File: config.mk
export PLATFORM = sky130hd
export DESIGN_NAME = rfsh_sched
export DESIGN_NICKNAME = d
export VERILOG_FILES = /design/src/rtl/rfsh_pkg.sv /design/src/rtl/rfsh_gap_counter.sv /design/src/rtl/rfsh_blackout.sv /design/src/rtl/rfsh_burst_tracker.sv /design/src/rtl/rfsh_sched.sv
export SDC_FILE = /design/constraint.sdc
export NUM_CORES = 1
export LEC_CHECK = 0
export BUFFER_PORTS_ARGS = -buffer_cell sky130_fd_sc_hd__buf_2
export CAP_MARGIN = 25
export CORE_ASPECT_RATIO = 1.2
export CORE_UTILIZATION = 60
export DETAILED_ROUTE_END_ITERATION = 8
export PLACE_DENSITY = 0.79
export SYNTH_ARGS = -nofsm -noshare
export SYNTH_HDL_FRONTEND = slang
export SYNTH_HIERARCHICAL = 1
export SYNTH_SLANG_ARGS = --single-unit
File: constraint.sdc
create_clock -name clk -period 4.21 [get_ports clk]
set_input_delay 0.2105 -clock clk [delete_from_list [all_inputs] [get_ports clk]]
set_output_delay 0.2105 -clock clk [all_outputs]
set_load 0.01 [all_outputs]
File: src/rtl/rfsh_pkg.sv
package rfsh_pkg;

    // Longest legal distance between two refresh bursts, in clocks.
    function automatic int gap_limit(input int n_burst, input int ival, input int rfc);
        return n_burst * ival - (n_burst - 1) * rfc;
    endfunction

    function automatic int width_for(input int maxval);
        return (maxval < 2) ? 1 : $clog2(maxval + 1);
    endfunction

endpackage

File: src/rtl/rfsh_gap_counter.sv
module rfsh_gap_counter
    import rfsh_pkg::*;
#(
    parameter int LIMIT    = 1560,
    parameter int REQ_LEAD = 200,
    parameter int URG_LEAD = 40
) (
    input  logic clk,
    input  logic rst_n,
    input  logic clr_i,
    output logic due_o,
    output logic urgent_o
);
    localparam int CW = width_for(LIMIT);
    localparam logic [CW-1:0] TOP    = CW'(LIMIT);
    localparam logic [CW-1:0] REQ_AT = CW'(LIMIT - REQ_LEAD);
    localparam logic [CW-1:0] URG_AT = CW'(LIMIT - URG_LEAD);

    typedef struct packed {
        logic [CW-1:0] cnt;
    } gap_s;

    gap_s st_d, st_q;

    always_comb begin
        st_d = st_q;
        if (clr_i)
            st_d.cnt = '0;
        else if (st_q.cnt != TOP)
            st_d.cnt = st_q.cnt + 1'b1;
    end

    always_ff @(posedge clk) begin
        if (!rst_n) st_q <= '0;
        else        st_q <= st_d;
    end

    assign due_o    = (st_q.cnt >= REQ_AT);
    assign urgent_o = (st_q.cnt >= URG_AT);

    // urgency never comes ahead of the plain request threshold
    p_urgent_after_due_r3: assert property (@(posedge clk) disable iff (!rst_n)
        urgent_o |-> due_o);

endmodule

File: src/rtl/rfsh_blackout.sv
module rfsh_blackout
    import rfsh_pkg::*;
#(
    parameter int RFC = 320
) (
    input  logic clk,
    input  logic rst_n,
    input  logic load_i,
    output logic busy_o
);
    localparam int BW = width_for(RFC);

    typedef struct packed {
        logic [BW-1:0] left;
    } blk_s;

    blk_s st_d, st_q;

    always_comb begin
        st_d = st_q;
        if (load_i)
            st_d.left = BW'(RFC);
        else if (st_q.left != '0)
            st_d.left = st_q.left - 1'b1;
    end

    always_ff @(posedge clk) begin
        if (!rst_n) st_q <= '0;
        else        st_q <= st_d;
    end

    assign busy_o = (st_q.left != '0);

    p_busy_fall_only_idle_r7: assert property (@(posedge clk) disable iff (!rst_n)
        $fell(busy_o) |-> !$past(load_i));

endmodule

File: src/rtl/rfsh_burst_tracker.sv
module rfsh_burst_tracker
    import rfsh_pkg::*;
#(
    parameter int BURST = 1
) (
    input  logic clk,
    input  logic rst_n,
    input  logic accept_i,
    output logic in_burst_o,
    output logic done_o
);
    localparam int LW = width_for(BURST - 1);

    typedef struct packed {
        logic [LW-1:0] left;
        logic          done;
    } bt_s;

    bt_s st_d, st_q;

    always_comb begin
        st_d      = st_q;
        st_d.done = 1'b0;
        if (accept_i) begin
            if (st_q.left == '0) begin
                st_d.left = LW'(BURST - 1);
                st_d.done = (BURST == 1);
            end else begin
                st_d.left = st_q.left - 1'b1;
                st_d.done = (st_q.left == LW'(1));
            end
        end
    end

    always_ff @(posedge clk) begin
        if (!rst_n) st_q <= '0;
        else        st_q <= st_d;
    end

    assign in_burst_o = (st_q.left != '0);
    assign done_o     = st_q.done;

    p_done_single_r9: assert property (@(posedge clk) disable iff (!rst_n)
        done_o |=> !done_o);
    p_done_follows_accept_r9: assert property (@(posedge clk) disable iff (!rst_n)
        $rose(done_o) |-> $past(accept_i));

endmodule

File: src/rtl/rfsh_sched.sv
module rfsh_sched
    import rfsh_pkg::*;
#(
    parameter int INTERVAL = 1560,
    parameter int RFC      = 320,
    parameter int BURST    = 1,
    parameter int REQ_LEAD = 200,
    parameter int URG_LEAD = 40
) (
    input  logic clk,
    input  logic rst_n,
    input  logic banks_closed_i,
    input  logic ref_ack_i,
    output logic ref_req_o,
    output logic ref_urgent_o,
    output logic act_inhibit_o,
    output logic burst_done_o
);
    localparam int LIMIT = gap_limit(BURST, INTERVAL, RFC);

    logic due, urgent, busy, in_burst, accept;

    assign ref_req_o     = (due || in_burst) && banks_closed_i && !busy;
    assign accept        = ref_ack_i && ref_req_o;
    assign ref_urgent_o  = urgent;
    assign act_inhibit_o = busy || in_burst;

    rfsh_gap_counter #(
        .LIMIT(LIMIT), .REQ_LEAD(REQ_LEAD), .URG_LEAD(URG_LEAD)
    ) u_gap (
        .clk(clk), .rst_n(rst_n), .clr_i(accept), .due_o(due), .urgent_o(urgent)
    );

    rfsh_blackout #(.RFC(RFC)) u_blk (
        .clk(clk), .rst_n(rst_n), .load_i(accept), .busy_o(busy)
    );

    rfsh_burst_tracker #(.BURST(BURST)) u_burst (
        .clk(clk), .rst_n(rst_n), .accept_i(accept),
        .in_burst_o(in_burst), .done_o(burst_done_o)
    );

    p_req_drops_r6: assert property (@(posedge clk) disable iff (!rst_n)
        (ref_ack_i && ref_req_o) |=> !ref_req_o);
    p_inhibit_after_ref_r7: assert property (@(posedge clk) disable iff (!rst_n)
        (ref_ack_i && ref_req_o) |=> act_inhibit_o);
    p_urgent_sticky_r3: assert property (@(posedge clk) disable iff (!rst_n)
        (ref_urgent_o && !(ref_ack_i && ref_req_o)) |=> ref_urgent_o);
    p_req_needs_closed_r4: assert property (@(posedge clk) disable iff (!rst_n)
        ref_req_o |-> banks_closed_i);

endmodule

# Yosys cells after proc, flatten, opt, wreduce, memory -nomap -nowiden
# Index checks and enable logic that the tools add are counted.
[classes]
addsub = 3
magnitude_cmp = 2
n_eq_ne = 1
muxes = 3
n_bitwise = 1
n_reduce_logical = 10
[ops]
columns = ["operator", "count"]
rows = [
  ["11-bit >= comparator, second input constant", 2],
  ["9-bit two-way mux", 2],
  ["11-bit by 1-bit adder with 11-bit output, second input constant", 1],
  ["11-bit != test, second input constant", 1],
  ["9-bit nonzero test", 1],
  ["9-bit by 1-bit subtractor with 9-bit output, second input constant", 1],
  ["1-bit logical AND", 3],
  ["1-bit logical OR", 2],
  ["2-bit two-way mux", 1],
  ["2-bit AND reduction", 1],
  ["2-bit nonzero test", 1],
  ["2-bit OR reduction", 1],
  ["1-bit logical NOT", 1],
  ["1-bit NOT", 1],
  ["1-bit subtractor, second input constant", 1],
]
[word_totals]
reg_bits = 22
wordCells = 25

# Longest topological paths before layout
[logic_depth]
word_depth = 6
depth_mapped = 9
ltp_nobuf = 8

# Hierarchy
# Netlist, hierarchy kept.
[by_module_without_submodules]
columns = ["module", "instances", "cells_each", "area_per_inst_um2"]
rows = [
  ["rfsh_gap_counter", 1, 71, 594.3],
  ["rfsh_blackout", 1, 53, 467.9],
  ["rfsh_burst_tracker", 1, 4, 37.5],
  ["rfsh_sched", 1, 4, 30.0],
]

# Worst setup path after synthesis
# No wires, ideal clock.
[synth_timing]
kind = "flip-flop to flip-flop"
start = "register u_blk/st_q[0] (netlist bit)"
end = "register u_blk/st_q[5] (netlist bit)"
setup_time_ns = 0.121
t_arrival_ns = 2.087
required_ns = 4.089
setup_slack_ns = 2.002
path_stages_with_launch = 10
path_buffers = 1
period_less_slack_ns = 2.208
path_cell_list = "dfxtp_1 inv_1 ha_1 nor4b_2 nand2_1 and4bb_2 nand2b_1 buf_1 nor2_1 mux2_2"
[synth_between]
elab_chain_len = 5
word_cells_on_any_way = 6
cone_classes = "add/sub: 1; reduce/logical: 5"
[synth_rtl]
columns = ["element", "line_no", "rtl"]
rows = [
  ["from (decl)", "rfsh_blackout.sv:17", "blk_s st_d, st_q;"],
  ["from (signal assigned)", "rfsh_blackout.sv:29", "else st_q <= st_d;"],
  ["9-bit nonzero test", "rfsh_blackout.sv:32", "assign busy_o = (st_q.left != '0);"],
  ["net busy", "rfsh_sched.sv:21", "logic due, urgent, busy, in_burst, accept;"],
  ["1-bit logical NOT", "rfsh_sched.sv:23", "assign ref_req_o = (due || in_burst) && banks_closed_i && !busy;"],
  ["1-bit logical AND", "rfsh_sched.sv:23", ""],
  ["1-bit logical AND", "rfsh_sched.sv:24", "assign accept = ref_ack_i && ref_req_o;"],
  ["net accept", "rfsh_sched.sv:21", ""],
  ["2-bit OR reduction (no line)", "--", ""],
]
# The timed path passes the listed nets, and every way through them passes these cells.
# A chain may end at the register's enable or synchronous reset.

# Worst setup path in the final report
# Same ends and word-level chain as after synthesis.

==> reports/metrics.csv <==
stage,metric,value,unit
setup_path,rrSetupSlack,1.74,ns
grt,grt_max_degree,12,
setup_path,r2r_end,u_blk/st_q[5],
timing,post-route-min-period,2.47,ns
layout,final_area,1190,sq um
synth,ys_types,47,
synth,yosysWarnings,6,
floorplanning,core,1700,sq um
setup_path,worst_ep_arrival_time,2.67,ns
timing,worst_slack,1.74,ns
layout,nets,147,
layout,n_antenna_cell,0,
layout,drive_above_1_share,14.4,%
synth,synthCells,132,
synth,ys_async_sr_fraction,0,%
floorplanning,chipWidth,41.6,um
synth,synth_area_leaders,"dfxtp_1, a21oi_1, o31ai_1",
run,cap_violations,0,
synth,ys_ff_latch,21,
clock_tree,post-cts-setup-buffers,0,
clock_tree,clk_pin_slew,0.11,ns
pwr,p_clk_share,15.8,%
synth,synth_edf_count,0,
layout,area_delta_synth_final,5.65,%
detailed_routing,routedWlPerCell,14.5,um
grt,grt_antenna_before_repair,0,
setup_path,critPathRequiredTime,4.40,ns
clock_tree,cts_hold_buf,0,
timing,setup_viol,0,
timing,slew_violations,0,
pwr,p_sw,0.215,mW
clock_tree,cts_buffers,3,
clock_tree,cts_resized,0,
outcome,status,completed,
detailed_routing,vias_per_cell,6.26,
pwr,seqPwrFrac,44.8,%
synth,synth.avg_cell_area,8.56,sq um
floorplanning,initial_utilization,66.4,%
detailed_routing,vias,983,
detailed_routing,drtIter0Drc,25,
synth,synthTopCellsByCount,"dfxtp_1, a21oi_1, inv_1, nor2_1",
synth,yosysMostFrequentCell,dfxtp_1,
setup_path,critPathCapture,u_blk/st_q[5],
detailed_routing,dr.pass1.iters,4,
timing,fmax,0.404,GHz
setup_path,r2r_cells,8,
layout,fillCellCount,139,
timing,fin_crit_sh,58.8,%
placed_design,port_buffers,7,
synth,netlist_area,1130,sq um
synth,synthFlopType,dfxtp_1,
floorplanning,die_y,49.5,um
clock_tree,numClockSinks,21,
detailed_routing,drc,0,
timing,finalHoldViolCount,0,
detailed_routing,drtAntennaViolNets,0,
pwr,power_leakage,0.417,nW
clock_tree,htreeDepth,1,
pwr,switching_share,36.0,%
pwr,pwr-share-comb,39.4,%
clock_tree,cts_root_buf,clkbuf_4,
timing,tightestPinTransition,0.700,ns
setup_path,worstSetupPathType,reg -> reg,
setup_path,start_kind,flop,
placed_design,hpwl,1670,um
pwr,internal_power,0.381,mW
detailed_routing,wl,2270,um
worst_hold_path,worstHoldPathType,in -> reg,
synth,yosysSeqAreaShare,37.2,%
clock_tree,cts.path.max_buffers,2,
setup_path,rr_startpoint,u_blk/st_q[0],
synth,synth_top_area_share,37.2,%
floorplanning,die_area,2060,sq um
pwr,p_per_area,499,nW/um^2
grt,grt-ovfl-total,0,
synth,syn_nets,139,
timing,finClkSkew,0.00314,ns
placed_design,place_area,1170,sq um
floorplanning,ios,8,
synth,yosysTopAreaCell,dfxtp_1,
timing,rsz0062_at_grt,no,
setup_path,endpoint_kind,flop,
grt,track_usage,24.5,%
clock_tree,cts_tree,built,
floorplanning,rows,16,
placed_design,pre_cts_slack,1.75,ns
timing,max-slew-margin-rel,52.9,%
pwr,ir_drop,397,uV
timing,timing.setup.tns,0,ns
setup_path,cp_max_fo,9,
placed_design,gp_congestion,0.798,
setup_path,startpoint,u_blk/st_q[0],
grt,grt_pass1_vias,946,
grt,grt_pass1_wl,3970,um
clock_tree,clk_latency,0.29,ns
sequential cells by signal, indices dropped and copies added (netlist names):
signal,cells
u_burst/done_o,1
u_gap/st_q,11
u_blk/st_q,9
kinds of logic after synthesis:
group / after synthesis / share of synthesized area, %
XOR/XNOR: 2 / 1.55
AND/OR/NAND/NOR: 51 / 28.8
other: 1 / 0.332
buffers and inverters: 14 / 5.09
flip-flops: 21 / 37.2
AO/OA/AOI/OAI: 39 / 22.7
adder cells (fa/ha/maj): 3 / 3.32
multiplexers: 1 / 0.997
power groups by stage:
stage               combinational, mW  clock (mW)  sequential (mW)
floorplan                       0.190           0            0.262
global placement                0.223           0            0.268
detailed placement              0.233           0            0.269
CTS                             0.234      0.0965            0.265
global route                    0.262       0.109            0.270
finish                          0.234      0.0938            0.267
worst max-delay path, cell delays in order, from the launching register on:
cell      delay [ns]
dfxtp_1         0.36
inv_1           0.07
ha_1            0.19
nor4b_2         0.51
nand2_1         0.17
and4bb_2        0.42
nand2b_1        0.33
nor2_1          0.07
mux2_2          0.26
layout make-up:
type | count | area [sq um] | area share [%]
tap | 18 | 22.5 | 1.89
inverter | 10 | 37.5 | 3.14
sequential | 21 | 420 | 35.2
multi-input combinational | 97 | 652 | 54.6
clock buffer | 4 | 26.3 | 2.20
timing repair buffer | 7 | 35.0 | 2.94
metrics by stage:
stage	instances	util (%)	hold WS [ns]	power (mW)
3_5_place_dp	153	68.6	0.495	0.502
6_report	157	70.1	0.182	0.595
2_1_floorplan	132	-	0.338	0.452
5_1_grt	157	70.1	0.159	0.640
3_3_place_gp	153	68.6	0.486	0.491
4_1_cts	157	70.1	0.172	0.596
routing by layer:
metal	up-vias	global-route usage, %	wire (um)
met5	-	0	0
met4	0	10.2	61
met3	8	2.20	65
met2	24	44.0	1140
met1	449	29.4	1010
li1	502	-	-
cell usage in the layout (no fill, tap or decap), drive strengths merged, types with 3 or more instances in the layout:
master  synthesis  final
or4             5      5
nor2            7      7
dfxtp          21     21
nand2b          4      4
nand4           3      3
buf             3      7
o31ai           6      6
clkbuf          1      4
a21oi          13     13
inv            10     10
nand3           6      6
ha              3      3
nand2           5      5
o311ai          3      3
o21ai           6      6
nor4            3      3
worst min path at each step:
stage	from	end	slack, ns	cells after the start
floorplan	rst_n	u_burst/done_o	0.34	1
global placement	u_blk/st_q[1]	u_blk/st_q[1]	0.49	2
detailed placement	rst_n	u_burst/done_o	0.50	2
CTS	rst_n	u_blk/st_q[6]	0.17	2
global route	rst_n	u_blk/st_q[6]	0.16	2
finish	rst_n	u_blk/st_q[6]	0.18	2
Power figures use the tool's default switching activity.
